**config.mk**
```make
export PLATFORM = sky130hd
export DESIGN_NAME = swe_event_gen
export DESIGN_NICKNAME = d
export VERILOG_FILES = /design/src/rtl/swe_pkg.sv /design/src/rtl/swe_host_fsm.sv /design/src/rtl/swe_core_flag.sv /design/src/rtl/swe_event_gen.sv
export SDC_FILE = /design/constraint.sdc
export NUM_CORES = 1
export LEC_CHECK = 0
export BUFFER_PORTS_ARGS = -buffer_cell sky130_fd_sc_hd__buf_2
export CORE_AREA = 2 2 39 41
export DETAILED_ROUTE_END_ITERATION = 8
export DIE_AREA = 0 0 41 43
export PLACE_DENSITY = 0.71
export SLEW_MARGIN = 10
export SYNTH_ARGS = -nofsm -noshare
export SYNTH_HDL_FRONTEND = slang
export SYNTH_HIERARCHICAL = 1
export SYNTH_SLANG_ARGS = --single-unit
```
**constraint.sdc**
```tcl
create_clock -name clk -period 1.3 [get_ports clk]
set_input_delay 0.195 -clock clk [delete_from_list [all_inputs] [get_ports clk]]
set_output_delay 0.195 -clock clk [all_outputs]
set_load 0.01 [all_outputs]
```
**src/rtl/swe_pkg.sv**
```systemverilog
package swe_pkg;
    localparam int HADDR_W = 1;
    localparam int CADDR_W = 2;

    localparam logic [HADDR_W-1:0] HA_FLAG = 1'd0;
    localparam logic [HADDR_W-1:0] HA_EN   = 1'd1;

    localparam logic [CADDR_W-1:0] CA_FLAG  = 2'd0;
    localparam logic [CADDR_W-1:0] CA_EN    = 2'd1;
    localparam logic [CADDR_W-1:0] CA_MODE  = 2'd2;
    localparam logic [CADDR_W-1:0] CA_HFLAG = 2'd3;

    typedef enum logic [0:0] {
        HS_IDLE   = 1'b0,
        HS_ACTIVE = 1'b1
    } host_state_t;
endpackage

```
**src/rtl/swe_host_fsm.sv**
```systemverilog
module swe_host_fsm
    import swe_pkg::*;
(
    input  logic clk,
    input  logic rst_n,
    input  logic mode_setonly,
    input  logic wr_one,
    input  logic core_clr,
    output logic evt,
    output logic rise
);
    host_state_t state_q;
    host_state_t state_d;

    // Next-state logic: the three named transitions.
    always_comb begin
        state_d = state_q;
        unique case (state_q)
            HS_IDLE: begin
                if (wr_one) begin
                    state_d = HS_ACTIVE;               // T_SET
                end
            end
            HS_ACTIVE: begin
                if (!mode_setonly && wr_one) begin
                    state_d = HS_IDLE;                 // T_TOGGLE_CLR
                end else if (mode_setonly && core_clr) begin
                    state_d = HS_IDLE;                 // T_CORE_CLR
                end
            end
            default: state_d = HS_IDLE;
        endcase
    end

    // State register.
    always_ff @(posedge clk or negedge rst_n) begin
        if (!rst_n) begin
            state_q <= HS_IDLE;
        end else begin
            state_q <= state_d;
        end
    end

    // Outputs.
    always_comb begin
        evt  = (state_q == HS_ACTIVE);
        rise = (state_q == HS_IDLE) && (state_d == HS_ACTIVE);
    end
endmodule

```
**src/rtl/swe_core_flag.sv**
```systemverilog
module swe_core_flag (
    input  logic clk,
    input  logic rst_n,
    input  logic set_edge,
    input  logic clr_w1c,
    output logic flag
);
    always_ff @(posedge clk or negedge rst_n) begin
        if (!rst_n) begin
            flag <= 1'b0;
        end else if (set_edge) begin
            flag <= 1'b1;
        end else if (clr_w1c) begin
            flag <= 1'b0;
        end
    end
endmodule

```
**src/rtl/swe_event_gen.sv**
```systemverilog
module swe_event_gen
    import swe_pkg::*;
#(
    parameter int DATA_W   = 8,
    parameter int EVT_BIT  = 6,
    parameter int MODE_BIT = 0
) (
    input  logic               clk,
    input  logic               rst_n,
    input  logic               h_we,
    input  logic [HADDR_W-1:0] h_addr,
    input  logic [DATA_W-1:0]  h_wdata,
    output logic [DATA_W-1:0]  h_rdata,
    input  logic               c_we,
    input  logic [CADDR_W-1:0] c_addr,
    input  logic [DATA_W-1:0]  c_wdata,
    output logic [DATA_W-1:0]  c_rdata,
    output logic               irq_host,
    output logic               irq_core
);
    logic host_hit;
    logic core_hit;
    logic wr_one;
    logic core_clr;
    logic host_evt;
    logic host_rise;
    logic core_evt;
    logic host_en;
    logic core_en;
    logic mode_q;
    logic unused_wdata;

    // Host write to the host flag wins over the core's path to it.
    assign host_hit = h_we && (h_addr == HA_FLAG);
    assign core_hit = c_we && (c_addr == CA_HFLAG);
    assign wr_one   = host_hit ? h_wdata[EVT_BIT] : (core_hit && c_wdata[EVT_BIT]);
    assign core_clr = c_we && (c_addr == CA_FLAG) && c_wdata[EVT_BIT];

    swe_host_fsm u_host_fsm (
        .clk          (clk),
        .rst_n        (rst_n),
        .mode_setonly (mode_q),
        .wr_one       (wr_one),
        .core_clr     (core_clr),
        .evt          (host_evt),
        .rise         (host_rise)
    );

    swe_core_flag u_core_flag (
        .clk      (clk),
        .rst_n    (rst_n),
        .set_edge (host_rise),
        .clr_w1c  (core_clr),
        .flag     (core_evt)
    );

    always_ff @(posedge clk or negedge rst_n) begin
        if (!rst_n) begin
            host_en <= 1'b0;
            core_en <= 1'b0;
            mode_q  <= 1'b0;
        end else begin
            if (h_we && (h_addr == HA_EN)) begin
                host_en <= h_wdata[EVT_BIT];
            end
            if (c_we && (c_addr == CA_EN)) begin
                core_en <= c_wdata[EVT_BIT];
            end
            if (c_we && (c_addr == CA_MODE)) begin
                mode_q <= c_wdata[MODE_BIT];
            end
        end
    end

    always_comb begin
        h_rdata = '0;
        unique case (h_addr)
            HA_FLAG: h_rdata[EVT_BIT] = host_evt;
            HA_EN:   h_rdata[EVT_BIT] = host_en;
            default: h_rdata = '0;
        endcase
    end

    always_comb begin
        c_rdata = '0;
        unique case (c_addr)
            CA_FLAG:  c_rdata[EVT_BIT]  = core_evt;
            CA_EN:    c_rdata[EVT_BIT]  = core_en;
            CA_MODE:  c_rdata[MODE_BIT] = mode_q;
            CA_HFLAG: c_rdata[EVT_BIT]  = host_evt;
            default:  c_rdata = '0;
        endcase
    end

    assign irq_host = host_evt && host_en;
    assign irq_core = core_evt && core_en;

    assign unused_wdata = ^{h_wdata, c_wdata};
endmodule

```
==> results.md, run 1 <==
* Largest net degree at the start of global routing at 7
* Via density at between 3 and 4
* Syn-to-layout area delta at 23.2%
* Top-Level Pins at approximately 40
* Final setup margin at -101 ps
* CP cell instances: mux2_4 -> a22o_1 -> buf_2
* Starting Density at slightly below 30%
* H-tree depth at 1
* Clk_skew at between 1 and 1.5 ps
* CTS buffer count at 3
* Synthesized cell area at just over 400 um^2
* DR DRC count at 0
* Minimum clock period at approximately 1400 ps
* Syn Area/Cell at 9.74 um^2
* Type of origin of the critical path: flip-flop
* Pre-antenna DRT Iters at 2
* Final RePlAce weighted congestion at 0.607
* Post-route clock period utilization at 108%
* Yosys top cell area share at ~31%
* Cell family with most CP delay: flip-flops
* Clk_lat worst skew at 240 ps
* XOR/XNOR Fraction of Synth Area at 0%
* # setup viols final at 2
* F_max at roughly 0.7 GHz
* Count of unique library cells instantiated by Yosys at 19
* Reg2reg path depth at 2
* Post-synthesis sequential area ratio at 30.6%
* PD cells at between 1000 and 1500 nW/um^2
* Top cells by count, synth: buf_4 (13), dfrtp_1 (5), mux2_2 (4)
* Compound-Gate Fraction of Synth Area at 7.03%
* Area of the multi-input gates at between 200 and 250 um^2
* # rows at 14
* Post-Synthesis Cells at 42
* Seq. cell area at approximately 130 um^2
* Final layout net count at 86
* Adder-Cell Fraction of Synth Area at 0%
* Worst path slowest cell: dfrtp_1
* Gr usage total at under 10%
* Clock sink total at 5
* Max cap viols at 0
* First-pass GRT wire length at roughly 1000 um
* Grt ovf at 0
* CTS tree: yes
* Final Total Pwr at approximately 0.66 mW
* Critical Path Fanout Max at 2
* Levels on crit path at 3
* Proportion of layout cells with a drive suffix above 1 at 41.9%
* Core Util, Final at between 30 and 40%
* Worst EP required at ~1100 ps
* Synth Warn # at 6
* Routed WL per cell at 8.55 um
* Post-synth ARST share at 100%
* Combinational family with the most area after synthesis: buffers and inverters
* Clock Tree Buf Depth at 2
* Vias at 310
* Crit path buf inv count at 1
* Die height at 43 um
* Mux cell area share after synthesis at around 17%
* EDFF count, synth at 0
* Post-synth top flop: dfrtp_1
* Worst endpoint data arrival time at around 1200 ps
* Clk slew on worst S/H paths at ~40 ps
* ANT cells at 0
* Chip Width at a little over 40 um
* Most frequent cell after synthesis: buf_4
* Initial antenna violation count at 0
* DP Wirelength at about 560 um
* # port buffers at 14
* Worst Hold Depth at 2
* Crit Path Class: flip-flop to primary output
* Flop and latch count out of synthesis at 5
* Die ar. at 1760 um^2
* Hold crit path type: primary input to flip-flop
* Unrepaired setup endpoints after global routing: true
* Drt total wl at 667 um
* Maximum vdd drop at 0.433 mV
* Failing checks: negative setup slack
* Final Hold Viols at 0
* Fin. max-slew vios at 0
* Critical Path Max Stage Delay at around 370 ps
* Vias in the first global route at between 200 and 300
* Post-Synth Simple-Gate Area at roughly a fifth
* Leakage at around 0.27 nW
* Yosys top cell by area: dfrtp_1
* Antenna-violating nets left at 0
* Status: complete, but fails checks
* Number of DRC markers in iteration 0 at 1
* Root Driver: clkbuf_4
* Synth area leaders: dfrtp_1 (31%), buf_4 (24%), mux2_2 (11%)
* Core ar. at around 1400 um^2
* # fillers at 141
* Crit. End Element: primary output
## metal layers
layer	vias up	track usage, %	share of wire, %
met5	-	0	0
met4	0	8.00	0
met3	0	3.14	6.7
met2	9	15.0	60
met1	144	7.24	33
li1	157	-	-
## sequential cells by signal, indices dropped and copies added (netlist names)
name,flops
u_host_fsm/evt,1
mode_q,1
core_en,1
host_en,1
u_core_flag/flag,1
## cells in the final DEF (no fill, tap or decap)
cell and n:
mux2_4 1, buf_4 2, dfrtp_1 5, clkbuf_1 1, conb_1 13, nand3b_1 3
o21ai_0 1, mux2i_1 1, nor2b_2 1, nand2_1 1, clkbuf_4 3, buf_6 1
buf_2 13, dlygate4sd3_1 1, a22o_1 1, and2_1 2, nand4_1 1, nor2_1 1
and3b_2 1, and3_1 1, a21o_1 2, inv_1 1, nor2b_1 1, mux2_2 4
## worst reg2reg max path: stages (launching register included)
cell and delay [ps]:
dfrtp_1 370, buf_4 130, mux2_2 250
## power breakdown
group | switching [mW] | internal, mW | total (mW)
clock | 0.0600 | 0.116 | 0.176
sequential | 0.0273 | 0.198 | 0.225
combinational | 0.113 | 0.148 | 0.260
## worst paths after layout
path	slack (ps)	start	endpoint
min in group asynchronous	300	rst_n	host_en$_DFFE_PN0P_
hold reg to reg	510	u_core_flag/flag$_DFFE_PN0P_	u_core_flag/flag$_DFFE_PN0P_
hold / removal	190	c_wdata[0]	mode_q$_DFFE_PN0P_
setup / recovery	-100	core_en$_DFFE_PN0P_	c_rdata[6]
setup reg to reg	430	core_en$_DFFE_PN0P_	core_en$_DFFE_PN0P_
max in group asynchronous	880	rst_n	mode_q$_DFFE_PN0P_
## cell families after synthesis
group,after synthesis
muxes,6
DFF,5
and+or+nand+nor,12
buffers and inverters,14
AOI/OAI and AO/OA,4
other,1
## metrics by stage
stage	std cells	setup TNS (ps)	setup slack (ps)	instance area (um^2)	hold slack (ps)
4_1_cts	78	-161	-112	504	189
6_report	78	-151	-101	504	194
5_1_grt	78	-217	-137	504	189
3_5_place_dp	72	0	110	454	13.8
3_3_place_gp	72	0	127	454	10.7
2_1_floorplan	54	0	200	454	-101
## layout make-up
cell class,count,area share (%)
Clock buffer,4,5.21
Inverter,1,0.744
Multi-Input combinational cell,35,45.2
Sequential cell,5,24.8
Tap cell,16,3.97
Timing Repair Buffer,17,20.1
## what timing repair did
item	in CTS	in global routing
hold buffers	1	0
resized for setup	1	0
endpoints found under the setup margin	2	2
pin swaps	1	0
buffers inserted	1	0
endpoints found under the hold margin	5	0
Power figures use the tool's default switching activity.
==> run 2, diff against run 1 <==
ABC_AREA = 1   (was not set)
PLACE_DENSITY = 0.72   (was 0.71)
==> run 2 against run 1 <==
Against the previous run:
- the run now ends clean
- utilization down 0.27 points
- sequential share of layout area rose by 0.19 points
- maximum frequency is 19% higher
- critical path depth shrank 1
- sequential cell count stayed put
- highest routed layer is now met4
- worst setup slack gained 220 ps
==> results.md, run 2 <==
* Post-synth ARST share at 100% (unchanged)
* Post-synthesis sequential area ratio at 29.3% (-1.3 points)
* Largest net degree at the start of global routing at 8 (+1)
* Synth Warn # at 6 (unchanged)
* Vias in the first global route at 354 (+34%)
* Grt ovf at 0 (unchanged)
* CTS buffer count at 3 (unchanged)
* FF-to-FF End: u_host_fsm/evt$_DFF_PN0_
* Routed WL per cell at 7.53 um (-12%)
* Max cap viols at 0 (unchanged)
* Status: complete, no violations
* Setup crit end: c_rdata[0]
* Fin. max-slew vios at 0 (unchanged)
* Crit Path Class: flip-flop to primary output
* Hold crit path type: primary input to flip-flop
* EDFF count, synth at 0 (unchanged)
* Flop and latch count out of synthesis at 5 (unchanged)
* Clock Tree Buf Depth at 2 (unchanged)
* Final layout net count at 108 (+26%)
* Die height at 43 um (unchanged)
* Worst path slowest cell: dfrtp_1
* Number of DRC markers in iteration 0 at 7 (+6)
* Final RePlAce weighted congestion at 0.634 (+4.4%)
* Core ar. at 1380 um^2 (unchanged)
* Minimum clock period at 1180 ps (-223 ps)
* Clk_lat worst skew at 230 ps (about the same)
* Synthesized cell area at 427 um^2 (+4.3%)
* Syn Area/Cell at 6.46 um^2 (-34%)
* Reg2Reg Setup Slack at 560 ps (+130 ps)
* DP Wirelength at 666 um (+19%)
* Worst hold start: h_wdata[6]
* Maximum vdd drop at 0.448 mV (+3.5%)
* Setup TNS at 0 ps (+151 ps)
* F_max at 0.849 GHz (+19%)
* Count of unique library cells instantiated by Yosys at 11 (-8)
* Proportion of layout cells with a drive suffix above 1 at 22.6% (-19 points)
* Post-synth top flop: dfrtp_1
* Via density at 4.19 (+5.4%)
* Chip Width at 41 um (unchanged)
* Post-Synthesis Cells at 66 (+57%)
* Worst EP required at 1110 ps (about the same)
* Critical Path Fanout Max at 4 (+2)
* First-pass GRT wire length at 1190 um (+22%)
* Clk_skew at 1.34 ps (+0.273 ps)
* Top-Level Pins at 41 (unchanged)
* RR Startpoint: mode_q$_DFFE_PN0P_
* Most frequent cells in the layout: nand2_1 (22), buf_2 (14), conb_1 (13), inv_1 (10), nand3_1 (9)
* Most frequent cell after synthesis: nand2_1
* Die ar. at 1760 um^2 (unchanged)
* CTS tree: yes
* Reg2reg path depth at 4 (+2)
* Drt total wl at 753 um (+13%)
* # port buffers at 14 (unchanged)
* Unrepaired setup endpoints after global routing: false
* H-tree depth at 1 (unchanged)
* Critical Path Max Stage Delay at 400 ps (+30 ps)
* ANT cells at 0 (unchanged)
* Crit. End Element: primary output
* Core Util, Final at 36.2% (-0.27 points)
* Leakage at 0.314 nW (+15%)
* WHS at 228 ps (+33.7 ps)
* Starting Density at 30.8% (+1.3 points)
* Gr usage total at 10.4% (+1.5 points)
* Initial antenna violation count at 0 (unchanged)
* Most common cell after layout, fill and taps aside: nand2_1
* DR DRC count at 0 (unchanged)
* Yosys top cell area share at 29.3% (-1.3 points)
* Post-CTS Resized at 0 (-1)
* Critical Path Start: mode_q$_DFFE_PN0P_
* # setup viols final at 0 (-2)
* CP cell instances: and3_2 -> buf_2
* PD cells at 1130 nW/um^2 (-14%)
* Yosys top cell by area: dfrtp_1
* Type of origin of the critical path: flip-flop
* Antenna-violating nets left at 0 (unchanged)
* Synth area leaders: dfrtp_1 (29%), buf_4 (23%), nand2_1 (19%)
* Post-route clock period utilization at 90.6% (-17 points)
* Worst endpoint data arrival time at 980 ps (-230 ps)
* Pre-antenna DRT Iters at 4 (+2)
* Final Hold Viols at 0 (unchanged)
* # rows at 14 (unchanged)
* Vias at 419 (+35%)
* Clock sink total at 5 (unchanged)
* Clk slew on worst S/H paths at 40 ps (about the same)
* Syn-to-layout area delta at 17.3%
* Top cells by count, synth: nand2_1 (22), buf_4 (13), inv_1 (10)
* Root Driver: clkbuf_4
-- run 2: changes by cell type after synthesis, moves of 2 or more --
cell,change
nand3_1,+9
mux2_2,-4
and2_1,-2
nand3b_1,-3
nand2_1,+21
inv_1,+9
a21o_1,-2
-- run 2: per-stage QoR --
stage / area (um^2) / instances / worst slack, ps / power (mW)
finish: 500 / 100 / 122 / 0.568
global route: 500 / 100 / 55.9 / 0.628
CTS: 500 / 100 / 109 / 0.581
detailed placement: 464 / 95 / 369 / 0.399
global placement: 464 / 95 / 376 / 0.393
floorplan: 472 / 78 / 500 / 0.355
-- run 2: cells by family (layout without fill, tap and decap cells) --
family	Yosys count	in the layout	share of synthesized area (%)
simple gates	37	37	38.1
buf+inv	23	29	31.7
flops	5	5	29.3
other cells	1	13	0.879
-- run 2: layer usage --
| metal | track usage, % | vias to the layer above | share of wire (%) |
|---|---|---|---|
| li1 | - | 214 | - |
| met1 | 8.88 | 188 | 33 |
| met2 | 17.2 | 15 | 58 |
| met3 | 4.71 | 2 | 8.1 |
| met4 | 8.00 | 0 | 0.80 |
| met5 | 0 | - | 0 |
-- run 2: worst min path at each step --
stage / slack (ps) / end / cells after the start
after floorplan: -100 / core_en$_DFFE_PN0P_ / 0
after global placement: 10 / host_en$_DFFE_PN0P_ / 1
after detailed placement: 10 / host_en$_DFFE_PN0P_ / 1
after CTS: 220 / mode_q$_DFFE_PN0P_ / 3
after global routing: 230 / mode_q$_DFFE_PN0P_ / 3
final: 230 / host_en$_DFFE_PN0P_ / 3
-- run 2: repair_timing --
action                    CTS  global route
hold buffers                1             0
hold endpoints to repair    5             0
buffers inserted            0             0
-- run 2: critical path: cells and delay by family (launching register included) --
family	cells	cell delay, ps
buffers and inverters	1	130
DFF	1	400
and+or+nand+nor	1	220
-- run 2: cell type report --
type	instances	area, um^2
fill	159	883
clock buffer	4	26.3
inverter	10	37.5
sequential	5	125
timing repair buffer	15	80.1
tap	16	20.0
multi-input combinational	50	211
-- run 2: power breakdown --
group	internal [mW]	switching (mW)	total, mW
sequential	0.192	0.0376	0.230
combinational	0.0663	0.100	0.167
clock	0.116	0.0560	0.172
